$ cat config.mk
export PLATFORM = sky130hd
export DESIGN_NAME = can_fault_counters
export DESIGN_NICKNAME = d
export VERILOG_FILES = /design/src/rtl/can_fault_counters.sv
export SDC_FILE = /design/constraint.sdc
export NUM_CORES = 1
export LEC_CHECK = 0
export BUFFER_PORTS_ARGS = -buffer_cell sky130_fd_sc_hd__clkbuf_2
export CAP_MARGIN = 30
export CORE_ASPECT_RATIO = 1.2
export CORE_MARGIN = 2
export CORE_UTILIZATION = 58
export DETAILED_ROUTE_END_ITERATION = 10
export HOLD_SLACK_MARGIN = 0.12
export PLACE_DENSITY = 0.82
export SYNTH_ARGS = -nofsm -noshare
export SYNTH_HDL_FRONTEND = slang
export SYNTH_SLANG_ARGS = --single-unit
export TNS_END_PERCENT = 100
$ cat constraint.sdc
create_clock -name clk -period 5.1 [get_ports clk]
set_input_delay 0.765 -clock clk [delete_from_list [all_inputs] [get_ports clk]]
set_output_delay 0.765 -clock clk [all_outputs]
set_load 0.02 [all_outputs]
$ cat src/rtl/can_fault_counters.sv
module can_fault_counters #(
  parameter int CNT_W       = 8,
  parameter int WARN_LVL    = 96,
  parameter int PASSIVE_LVL = 127,
  parameter int RX_RELOAD   = 120,
  parameter int BIG_STEP    = 8
) (
  input  logic             clk,
  input  logic             rst_n,
  input  logic             is_tx,
  input  logic             rx_err,
  input  logic             rx_flag_dom,
  input  logic             tx_err,
  input  logic             tx_exempt,
  input  logic             flag_bit_err,
  input  logic             excess_dom,
  input  logic             tx_ok,
  input  logic             rx_ok,
  input  logic             recover,
  output logic [CNT_W-1:0] tec,
  output logic [CNT_W-1:0] rec,
  output logic [1:0]       state,
  output logic             warn,
  output logic             passive,
  output logic             bus_off
);
  localparam logic [CNT_W:0]   MAX_W  = (CNT_W+1)'((1 << CNT_W) - 1);
  localparam logic [CNT_W-1:0] MAXV   = MAX_W[CNT_W-1:0];
  localparam logic [CNT_W-1:0] WARN   = CNT_W'(WARN_LVL);
  localparam logic [CNT_W-1:0] PASV   = CNT_W'(PASSIVE_LVL);
  localparam logic [CNT_W-1:0] RELOAD = CNT_W'(RX_RELOAD);
  localparam logic [CNT_W:0]   STEP   = (CNT_W+1)'(BIG_STEP);

  typedef enum logic [2:0] {
    OP_NONE, OP_TX_UP8, OP_RX_UP8, OP_RX_UP1, OP_TX_DN, OP_RX_DN
  } op_t;

  op_t op;
  logic tx_hit;
  logic [CNT_W:0] tec_up, rec_up, rec_up1;

  assign tx_hit  = tx_err && !tx_exempt;
  assign tec_up  = {1'b0, tec} + STEP;
  assign rec_up  = {1'b0, rec} + STEP;
  assign rec_up1 = {1'b0, rec} + 1'b1;

  always_comb begin
    op = OP_NONE;
    if (tx_hit)                          op = OP_TX_UP8;
    else if (flag_bit_err || excess_dom) op = is_tx ? OP_TX_UP8 : OP_RX_UP8;
    else if (rx_flag_dom)                op = OP_RX_UP8;
    else if (rx_err)                     op = OP_RX_UP1;
    else if (tx_ok)                      op = OP_TX_DN;
    else if (rx_ok)                      op = OP_RX_DN;
  end

  always_ff @(posedge clk or negedge rst_n) begin
    if (!rst_n) begin
      tec     <= '0;
      rec     <= '0;
      bus_off <= 1'b0;
    end else if (recover) begin
      tec     <= '0;
      rec     <= '0;
      bus_off <= 1'b0;
    end else if (!bus_off) begin
      unique case (op)
        OP_TX_UP8: begin
          if (tec_up > MAX_W) begin
            tec     <= MAXV;
            bus_off <= 1'b1;
          end else begin
            tec <= tec_up[CNT_W-1:0];
          end
        end
        OP_RX_UP8: rec <= (rec_up > MAX_W) ? MAXV : rec_up[CNT_W-1:0];
        OP_RX_UP1: rec <= (rec_up1 > MAX_W) ? MAXV : rec_up1[CNT_W-1:0];
        OP_TX_DN:  if (tec != '0) tec <= tec - 1'b1;
        OP_RX_DN: begin
          if (rec > PASV)      rec <= RELOAD;
          else if (rec != '0)  rec <= rec - 1'b1;
        end
        default: ;
      endcase
    end
  end

  assign passive = (tec > PASV) || (rec > PASV);
  assign warn    = (tec >= WARN) || (rec >= WARN);
  assign state   = bus_off ? 2'b10 : (passive ? 2'b01 : 2'b00);

  logic lone_rx_ok, lone_tx_ok;
  assign lone_rx_ok = rx_ok && !tx_ok && !rx_err && !rx_flag_dom && !tx_hit &&
                      !flag_bit_err && !excess_dom && !recover && !bus_off;
  assign lone_tx_ok = tx_ok && !rx_err && !rx_flag_dom && !tx_hit &&
                      !flag_bit_err && !excess_dom && !recover && !bus_off;

  p_busoff_full_r10: assert property (@(posedge clk) disable iff (!rst_n)
    bus_off |-> tec == MAXV);
  p_busoff_hold_r10: assert property (@(posedge clk) disable iff (!rst_n)
    bus_off && !recover |=> $stable(tec) && $stable(rec));
  p_recover_clear_r11: assert property (@(posedge clk) disable iff (!rst_n)
    recover |=> tec == '0 && rec == '0 && !bus_off);
  p_rx_reload_r7: assert property (@(posedge clk) disable iff (!rst_n)
    lone_rx_ok && rec > PASV |=> rec == RELOAD);
  p_tx_floor_r6: assert property (@(posedge clk) disable iff (!rst_n)
    lone_tx_ok && tec == '0 |=> tec == '0);
  p_state_code_r8: assert property (@(posedge clk) disable iff (!rst_n)
    state != 2'b11);
endmodule

==> results of run 1 <==
[state kept, by name (all words and copies together), names as in the netlist]
register  flops
rec           8
bus_off       1
tec           8
[how the worst max path moves through the flow]
stage          depth (start not counted)  startpoint  slack, ns      to
2_1_floorplan                          9      rec[3]       2.51  rec[2]
3_3_place_gp                           7      rx_err       2.34  tec[7]
4_1_cts                                8      rec[3]       2.39  rec[2]
6_report                               8      rec[3]       2.34  rec[2]
3_5_place_dp                           7      rx_err       2.26  tec[7]
5_1_grt                                8      rec[3]       2.24  rec[2]
[cells in the final DEF (no fill, tap or decap), types with 2 or more instances in the layout]
cell,n
sky130_fd_sc_hd__a211o_1,2
sky130_fd_sc_hd__a211oi_1,2
sky130_fd_sc_hd__a21oi_1,10
sky130_fd_sc_hd__a221o_1,2
sky130_fd_sc_hd__a311o_1,2
sky130_fd_sc_hd__a31oi_1,2
sky130_fd_sc_hd__a32o_1,2
sky130_fd_sc_hd__a32oi_1,2
sky130_fd_sc_hd__and3_1,4
sky130_fd_sc_hd__and4_1,2
sky130_fd_sc_hd__clkbuf_2,32
sky130_fd_sc_hd__clkbuf_8,3
sky130_fd_sc_hd__dfrtp_1,17
sky130_fd_sc_hd__ha_1,13
sky130_fd_sc_hd__inv_1,12
sky130_fd_sc_hd__mux2i_1,2
sky130_fd_sc_hd__nand2_1,20
sky130_fd_sc_hd__nand2b_1,6
sky130_fd_sc_hd__nand3_1,14
sky130_fd_sc_hd__nand4_1,5
sky130_fd_sc_hd__nor2_1,13
sky130_fd_sc_hd__nor2b_1,6
sky130_fd_sc_hd__nor3_1,8
sky130_fd_sc_hd__nor4_1,2
sky130_fd_sc_hd__nor4b_1,3
sky130_fd_sc_hd__o211ai_1,3
sky130_fd_sc_hd__o21a_1,4
sky130_fd_sc_hd__o21ai_0,14
sky130_fd_sc_hd__o21bai_1,2
sky130_fd_sc_hd__o22a_1,2
sky130_fd_sc_hd__o22ai_1,4
sky130_fd_sc_hd__o311ai_0,2
sky130_fd_sc_hd__o31ai_1,4
sky130_fd_sc_hd__or2_2,2
sky130_fd_sc_hd__or3_1,3
sky130_fd_sc_hd__xnor2_1,10
sky130_fd_sc_hd__xor2_1,2
[area by class of cell]
type                    instances  area (um2)  area share, %
clock buffers                   4        45.0           2.13
inverters                      13        48.8           2.30
multi-input cells             200        1390           65.7
flip-flops and latches         17         425           20.1
well taps                      37        46.3           2.19
repair buffers                 32         160           7.57
[cells by family (layout without fill, tap and decap cells)]
family | Yosys count | in the layout | synth area share [%]
AOI/OAI and AO/OA | 72 | 72 | 26.4
xor gates and xnor gates | 12 | 12 | 5.38
adders and majority gates | 13 | 13 | 8.33
buffers and inverters | 28 | 49 | 6.92
DFF | 17 | 17 | 21.8
muxes | 3 | 3 | 1.60
and+or+nand+nor | 100 | 100 | 29.6
[stage by stage]
step	instance area (um2)	instances	setup WS, ns
after global routing	2120	303	2.24
after detailed placement	2070	299	2.26
final	2120	303	2.34
after global placement	2070	299	2.34
after floorplan	1950	245	2.51
after CTS	2120	303	2.39
[per-layer routing]
metal	part of all wire, %	wire, um	vias to the layer above
met4	2.5	128	0
met3	6.4	330	15
met2	52	2680	92
met5	0	0	-
li1	-	-	953
met1	39	2050	983
[worst max-delay path: stages, from the launching register on]
cell	delay, ns
sky130_fd_sc_hd__dfrtp_1	0.58
sky130_fd_sc_hd__inv_1	0.21
sky130_fd_sc_hd__ha_1	0.35
sky130_fd_sc_hd__and4b_1	0.18
sky130_fd_sc_hd__or4_4	0.53
sky130_fd_sc_hd__o21ai_2	0.18
sky130_fd_sc_hd__or2b_4	0.19
sky130_fd_sc_hd__a21oi_2	0.07
sky130_fd_sc_hd__a221o_1	0.36
[power by group through the flow]
stage          Clock [mW]  Sequential [mW]  Combinational [mW]
6_report            0.103            0.173               0.136
5_1_grt             0.112            0.176               0.151
4_1_cts             0.105            0.172               0.134
3_5_place_dp            0            0.175               0.133
3_3_place_gp            0            0.174               0.131
2_1_floorplan           0            0.169               0.103
==> results_dict.tcl, run 1 <==
set metrics [dict create \
    status "complete, no violations" \
    power_density_nw_per_um2 195 \
    total_leakage_power_nw 0.891 \
    routedWlPerCell_um 17.1 \
    initial_core_util_pct 59.5 \
    routed_wirelength_mm 5.19 \
    overflow 0 \
    die-area_um2 3850 \
    drt-pass1-iter-count 4 \
    worst_ep_arrival_time_ns 2.90 \
    reg_to_reg_setup_timing_slack_ns 2.34 \
    clockPowerShare_pct 25.0 \
    critPathCaptureType "flop" \
    power.sequential.fraction_pct 42.0 \
    critical_path_required_ns 5.24 \
    cts_max_path_buffers 2 \
    kind_of_start_point_of_the_critical_path "flop" \
    gr-max-usage-layer "met2" \
    swShare_pct 37.7 \
    grt_pass1_vias 1919 \
    worst_slew_margin_pct 56.5 \
    grt_use_met3_pct 2.30 \
    critical_path_peak_fanout 13 \
    tritoncts "built" \
    finalNetCount 292 \
    final_util_pct 64.5 \
    ys_warn_count 0 \
    place_hpwl_mm 3.83 \
    drt_iter0_drc 162 \
    die_h_um 67.5 \
    yosysMostFrequentCell "sky130_fd_sc_hd__nand2_1" \
    antenna_violating_nets_post_route 0 \
    grt_setup_unrepaired "false" \
    p_comb_share_pct 32.9 \
    rr_endpoint "rec[2]" \
    clk_pin_slew_ns 0.07 \
    via_count 2043 \
    layout_worst_path_cycle_share_pct 54.2 \
    critical_path.reg2reg.startpoint "rec[3]" \
    ctsHtreeMaxLevel 1 \
    edff_count_synth 0 \
    postSynthCellCount 245 \
    tns_ns 0 \
    grt_max_degree 23 \
    cts_inserted_buffers 3 \
    grt_antenna_before_repair 0 \
    finalClockSkew_ns 0.000916 \
    buffer_ports.inserted 32 \
    fin_crit_ns 2.76 \
    post_route_cells_drive_above_1_share_pct 19.2 \
    number_of_endpoints_with_negative_hold_slack_in_the_final_report 0 \
    synth_top_cells_by_area "sky130_fd_sc_hd__dfrtp_1, sky130_fd_sc_hd__ha_1, sky130_fd_sc_hd__xnor2_1" \
    met2_capacity_usage_during_global_routing_pct 52.7 \
    ys.flop_type "sky130_fd_sc_hd__dfrtp_1" \
    design.core.area_um2 3280 \
    area_delta_synth_final_pct 8.46 \
    power.ir.vdd_worst_mv 0.160 \
    fmaxAchievable_mhz 362 \
    holdWs_ns 0.449 \
    yosys-top-cells-count "sky130_fd_sc_hd__nand2_1, sky130_fd_sc_hd__dfrtp_1, sky130_fd_sc_hd__nand3_1, sky130_fd_sc_hd__o21ai_0" \
    ff2ff_path_depth 8 \
    netlist_area_um2 1950 \
    synth.largest_area_cell "sky130_fd_sc_hd__dfrtp_1" \
    post_cts.repair.setup_buffers 0 \
    pin_count 33 \
    power_report.internal_total_mw 0.257 \
    clockRootBuffer "sky130_fd_sc_hd__clkbuf_8" \
    globalRouteTotalUtil_pct 28.5 \
    gr-usage-met1_pct 35.0 \
    crit_type "flop to flop" \
    mappedNetlistNets 270 \
    tightest_pin_transition_ns 0.653 \
    avgViaCountPerCell 6.74 \
    total_power_mw 0.412 \
    worstHoldPathType "primary input to async pin" \
    synth.lib_cells_used.distinct 69 \
    report.final.slew_viol_count 0 \
    synth-seq-area-share_pct 21.8 \
    number_of_antenna_cells_inserted 0 \
    p_switching_mw 0.155 \
    tritoncts_num_sinks 17 \
    n_fill_cell 317 \
    synth.avg_cell_area_um2 7.97 \
    finalWeightedCongestion 0.984 \
    ys_seq_elements 17 \
    postCtsHoldBufs 0 \
    global_route_wire_length_before_repair_mm 8.76 \
    netlist.area_leader.share_pct 21.8 \
    max_cap_violations 0 \
    endpoints_failing_setup 0 \
    async_reset_ff_share_pct 100 \
    die_w_um 57.0 \
    clk_latency_ns 0.25 \
    detail_route.drc_violations 0 \
    cts_resized 0 \
    placementRows 23 \
]
Power figures use the tool's default switching activity.
==> run 2: changes to the inputs <==
- CORE_UTILIZATION: 58 -> 57
- PLACE_DENSITY: 0.82 -> 0.81
- clock period: 5.1 -> 2.62 ns (I/O delays scaled with it)
==> run 2 against run 1 <==
  * Sequential share of layout area decreased by 1.0 points
  * Cell area up 5.5%
  * Die area is 1.7% higher
  * Wire length increased by 6.9%
  * Sequential power is 83% higher
  * Core utilization grew 3.0 points
  * Final cell count is 5.0% higher
  * First-iteration DRC count grew 4.9%
  * Flip-flop and latch count stayed put
  * Critical endpoint unchanged
==> results_dict.tcl, run 2 (synthesis gave the netlist of run 1 again) <==
set metrics [dict create \
    endpoints_failing_setup 0 \
    critical_path_peak_fanout 11 \
    die_h_um 68.1 \
    total_leakage_power_nw 0.970 \
    layout_worst_path_cycle_share_pct 90.1 \
    fmaxAchievable_mhz 423 \
    number_of_endpoints_with_negative_hold_slack_in_the_final_report 0 \
    power_density_nw_per_um2 371 \
    routed_wirelength_mm 5.54 \
    power.ir.vdd_worst_mv 0.327 \
    finalClockSkew_ns 0.000540 \
    grt_antenna_before_repair 0 \
    globalRouteTotalUtil_pct 29.5 \
    clk_latency_ns 0.25 \
    critical_path_required_ns 2.76 \
    report.final.slew_viol_count 0 \
    layout_common_cells "sky130_fd_sc_hd__clkbuf_2, sky130_fd_sc_hd__nand2_1, sky130_fd_sc_hd__dfrtp_1" \
    critPathCaptureType "flop" \
    tns_ns 0 \
    fin_crit_ns 2.36 \
    design.core.area_um2 3310 \
    status "complete, no violations" \
    pin_count 33 \
    tightest_pin_transition_ns 0.513 \
    dp.cells 313 \
    placementRows 23 \
    gr-max-usage-layer "met2" \
    grt_use_met3_pct 2.65 \
    tritoncts_num_sinks 17 \
    clk_pin_slew_ns 0.07 \
    kind_of_start_point_of_the_critical_path "flop" \
    met2_capacity_usage_during_global_routing_pct 51.3 \
    finalNetCount 307 \
    total_power_mw 0.828 \
    die-area_um2 3910 \
    worst_slew_margin_pct 65.3 \
    global_route_wire_length_before_repair_mm 8.94 \
    overflow 0 \
    tritoncts "built" \
    gr-usage-met1_pct 35.7 \
    cts_inserted_buffers 3 \
    grt_setup_unrepaired "false" \
    area_delta_synth_final_pct 14.4 \
    detail_route.drc_violations 0 \
    via_count 2080 \
    worst_ep_arrival_time_ns 2.50 \
    buffer_ports.inserted 32 \
    die_w_um 57.4 \
    initial_core_util_pct 59.0 \
    grt_max_degree 18 \
    drt_iter0_drc 170 \
    ctsHtreeMaxLevel 1 \
    antenna_violating_nets_post_route 0 \
    final_util_pct 67.5 \
    number_of_antenna_cells_inserted 0 \
    reg.largest.list "rec (8), tec (8), bus_off (1)" \
    worstHoldPathType "primary input to async pin" \
    drt-pass1-iter-count 4 \
    crit_type "flop to flop" \
    max_cap_violations 0 \
    layout.cells.most_common "sky130_fd_sc_hd__clkbuf_2" \
    post_route_cells_drive_above_1_share_pct 23.5 \
    grt_pass1_vias 1873 \
    cts_max_path_buffers 2 \
    post_cts.repair.setup_buffers 0 \
    place_hpwl_mm 4.25 \
    avgViaCountPerCell 6.54 \
    post_layout_instance_count_excluding_filler_cells 318 \
    routedWlPerCell_um 17.4 \
    finalWeightedCongestion 1.03 \
    clockRootBuffer "sky130_fd_sc_hd__clkbuf_8" \
]
-- run 2: changes by cell type in the layout (fill, tap and decap cells not counted), sizes merged --
cell         change
dlygate4sd3      +1
clkinv           +1
buf             +14
clkbuf           -1
-- run 2: where the power goes --
group          switching [mW]  internal, mW
sequential             0.0355         0.281
clock                  0.0971         0.106
combinational           0.181         0.128
-- run 2: path summary, 6_finish.rpt --
| path | start | end | slack [ns] | cells past startpoint |
|---|---|---|---|---|
| setup / recovery | rec[4] | rec[2] | 0.26 | 8 |
| hold / removal | rst_n | rec[4] | 0.61 | 2 |
| setup reg to reg | rec[4] | rec[2] | 0.26 | 8 |
| hold reg to reg | tec[4] | tec[4] | 0.63 | 2 |
| max in group asynchronous | rst_n | tec[0] | 1.69 | 2 |
| min in group clk | is_tx | bus_off | 0.61 | 4 |
-- run 2: per-layer routing --
layer,part of all wire [%],wire (um)
met2,50,2750
met3,6.5,358
met4,4.5,250
met1,39,2180
met5,0,0
-- run 2: stage by stage --
stage	setup WS, ns	hold WS (ns)	instance area [um2]
2_1_floorplan	0.0267	0.0974	1950
3_3_place_gp	0.366	0.364	2180
3_5_place_dp	0.294	0.361	2180
4_1_cts	0.272	0.590	2230
5_1_grt	0.0783	0.640	2230
6_report	0.258	0.608	2230
-- run 2: cell type report --
class	count	area [um2]
well taps	37	46.3
fillers	299	1080
clock buffers	3	41.3
inverters	13	48.8
repair buffers	47	275
clock inverters	1	5.00
multi-input cells	200	1390
flip-flops and latches	17	425
-- run 2: critical path, cell delays in order, from the launching register on --
cell	delay, ns
sky130_fd_sc_hd__dfrtp_1	0.35
sky130_fd_sc_hd__buf_4	0.18
sky130_fd_sc_hd__ha_1	0.25
sky130_fd_sc_hd__nand3_1	0.19
sky130_fd_sc_hd__nor3_2	0.23
sky130_fd_sc_hd__o22ai_1	0.13
sky130_fd_sc_hd__or3_1	0.42
sky130_fd_sc_hd__and3_1	0.21
sky130_fd_sc_hd__a221o_1	0.29
-- run 2: repair_timing --
action,CTS,global route
hold buffers,1,0
resized for setup,0,0
endpoints found under the hold margin,17,0
==> run 3: changes to the inputs <==
- ABC_AREA: not set -> 1
- CORE_UTILIZATION: 57 -> 58
==> run 3 against run 2 <==
  * Register-to-register slack better by 0.39 ns
  * Sequential share of layout area down 1.5 points
  * Clock power about the same
  * Non-clock buffer count down 14
  * Worst hold slack worse by 0.22 ns
  * Die area up 10%
  * Wire length up 1.2%
  * Critical path type unchanged
  * Highest routed layer unchanged
==> results_dict.tcl, run 3 <==
set metrics [dict create \
    status "complete, no violations" \
    synth.largest_area_cell "sky130_fd_sc_hd__nand2_1" \
    die_w_um 60.2 \
    hold_path_stages 2 \
    critical_path_required_ns 2.77 \
    drt_iter0_drc 173 \
    pin_count 33 \
    p_comb_share_pct 43.0 \
    cts_inserted_buffers 3 \
    buffer_ports.inserted 32 \
    finalWeightedCongestion 0.936 \
    via_count 2349 \
    ff2ff_path_depth 12 \
    netlist.area_leader.share_pct 20.3 \
    synth_top_cells_by_area "sky130_fd_sc_hd__nand2_1, sky130_fd_sc_hd__dfrtp_1, sky130_fd_sc_hd__nand3_1" \
    grt_max_degree 18 \
    grt_antenna_before_repair 0 \
    async_reset_ff_share_pct 100 \
    place_hpwl_mm 4.49 \
    power.ir.vdd_worst_mv 0.296 \
    layout_common_cells "sky130_fd_sc_hd__nand2_1, sky130_fd_sc_hd__inv_1, sky130_fd_sc_hd__nand3_1" \
    fmaxAchievable_mhz 507 \
    yosys-top-cells-count "sky130_fd_sc_hd__nand2_1, sky130_fd_sc_hd__inv_1, sky130_fd_sc_hd__nand3_1" \
    layout_worst_path_cycle_share_pct 75.4 \
    ys_seq_elements 17 \
    cts_max_path_buffers 2 \
    report.final.slew_viol_count 0 \
    grt_setup_unrepaired "false" \
    critPathCaptureType "flop" \
    tns_ns 0 \
    synth-seq-area-share_pct 19.4 \
    synth.lib_cells_used.distinct 31 \
    antenna_violating_nets_post_route 0 \
    finalClockSkew_ns 0.00772 \
    placement.cell_area_um2 2360 \
    max_cap_violations 0 \
    mappedNetlistNets 382 \
    routed_wirelength_mm 5.61 \
    crit_type "flop to flop" \
    drt-pass1-iter-count 4 \
    placementRows 24 \
    power_density_nw_per_um2 402 \
    avgViaCountPerCell 5.39 \
    number_of_antenna_cells_inserted 0 \
    tritoncts_num_sinks 17 \
    clockPowerShare_pct 21.1 \
    endpoints_failing_setup 0 \
    edff_count_synth 0 \
    post_layout_instance_count_excluding_filler_cells 436 \
    design.core.area_um2 3630 \
    ctsHtreeMaxLevel 1 \
    postSynthCellCount 357 \
    worst_slew_margin_pct 67.3 \
    postLayoutCellArea_um2 2420 \
    global_route_wire_length_before_repair_mm 9.61 \
    swShare_pct 44.8 \
    number_of_endpoints_with_negative_hold_slack_in_the_final_report 0 \
    worst_ep_arrival_time_ns 2.13 \
    die-area_um2 4300 \
    worstHoldPathType "primary input to flop" \
    clk_latency_ns 0.26 \
    critical_path_peak_fanout 13 \
    die_h_um 71.4 \
    tritoncts "built" \
    post_route_cells_drive_above_1_share_pct 18.8 \
    netlist_area_um2 2200 \
    yosysMostFrequentCell "sky130_fd_sc_hd__nand2_1" \
    grt_pass1_vias 2251 \
    detail_route.drc_violations 0 \
    overflow 0 \
    globalRouteTotalUtil_pct 28.8 \
    p_switching_mw 0.435 \
    kind_of_start_point_of_the_critical_path "flop" \
    tightest_pin_transition_ns 0.490 \
    fin_crit_ns 1.97 \
    power_report.internal_total_mw 0.537 \
    cts_resized 0 \
    total_leakage_power_nw 1.34 \
    initial_core_util_pct 60.5 \
    ys.flop_type "sky130_fd_sc_hd__dfrtp_1" \
    clk_pin_slew_ns 0.08 \
    finalNetCount 410 \
    clockRootBuffer "sky130_fd_sc_hd__clkbuf_8" \
    synth.avg_cell_area_um2 6.16 \
    layout.cells.most_common "sky130_fd_sc_hd__nand2_1" \
    dp.cells 431 \
    routedWlPerCell_um 12.9 \
    reg.largest.list "rec (8), tec (8), bus_off (1)" \
    area_delta_synth_final_pct 10.0 \
    ys_warn_count 0 \
    power.sequential.fraction_pct 36.0 \
]
## run 3: power groups by stage
stage	Combinational (mW)	Sequential, mW	Clock (mW)
2_1_floorplan	0.323	0.340	0
3_3_place_gp	0.405	0.353	0
3_5_place_dp	0.413	0.354	0
4_1_cts	0.416	0.348	0.209
5_1_grt	0.467	0.357	0.220
6_report	0.418	0.350	0.205
## run 3: final timing paths
kind / from / slack, ns / endpoint
min: recover / 0.39 / bus_off
max: rec[3] / 0.65 / rec[1]
min reg2reg: tec[0] / 0.58 / tec[0]
max reg2reg: rec[3] / 0.65 / rec[1]
min in group asynchronous: rst_n / 0.62 / tec[4]
max in group asynchronous: rst_n / 1.66 / tec[0]
## run 3: what timing repair did
| item | 4_1_cts | 5_1_grt |
|---|---|---|
| hold endpoints to repair | 17 | 0 |
| buffers inserted | 0 | 0 |
| hold buffers | 1 | 0 |
## run 3: layer usage
layer	vias to the layer above	track usage (%)	share of wire (%)
met2	72	50.4	52
li1	1189	-	-
met5	-	0	0
met1	1070	34.2	41
met4	0	14.3	3.3
met3	18	2.53	4.5
## run 3: per-stage QoR
| stage | utilization (%) | hold slack [ns] | power, mW | setup slack (ns) |
|---|---|---|---|---|
| global route | 66.6 | 0.402 | 1.04 | 0.405 |
| CTS | 66.6 | 0.383 | 0.973 | 0.688 |
| global placement | 65.0 | 0.361 | 0.757 | 0.769 |
| finish | 66.6 | 0.387 | 0.973 | 0.646 |
| floorplan | - | 0.0974 | 0.662 | 0.711 |
| detailed placement | 65.0 | 0.373 | 0.766 | 0.691 |
## run 3: cell families (layout without fill, tap and decap cells)
family	Yosys count	in the layout	synth area share, %
compound gates	25	25	7.40
flops	17	17	19.4
simple gates	232	232	51.2
fa+ha+maj	13	13	7.40
xor+xnor	7	7	2.79
buf+inv	63	90	11.8
## run 3: final cells by class
cell class	instances	area, um2
sequential	17	425
timing repair buffer	33	170
clock inverter	1	5.00
fill	363	1210
inverter	53	199
tap	52	65.1
clock buffer	3	41.3
multi-input combinational	277	1510
## run 3: worst max-delay path: stages (launching register included)
cell                      delay (ns)
sky130_fd_sc_hd__dfrtp_1        0.58
sky130_fd_sc_hd__ha_1           0.26
sky130_fd_sc_hd__inv_1          0.06
sky130_fd_sc_hd__nor2_1         0.13
sky130_fd_sc_hd__nand2_1        0.06
sky130_fd_sc_hd__nand2_1        0.08
sky130_fd_sc_hd__nand2_1        0.08
sky130_fd_sc_hd__o21ai_2        0.14
sky130_fd_sc_hd__nand2_1        0.13
sky130_fd_sc_hd__nand3_1        0.10
sky130_fd_sc_hd__nand2_1        0.11
sky130_fd_sc_hd__nand2_1        0.07
sky130_fd_sc_hd__nand2_1        0.06
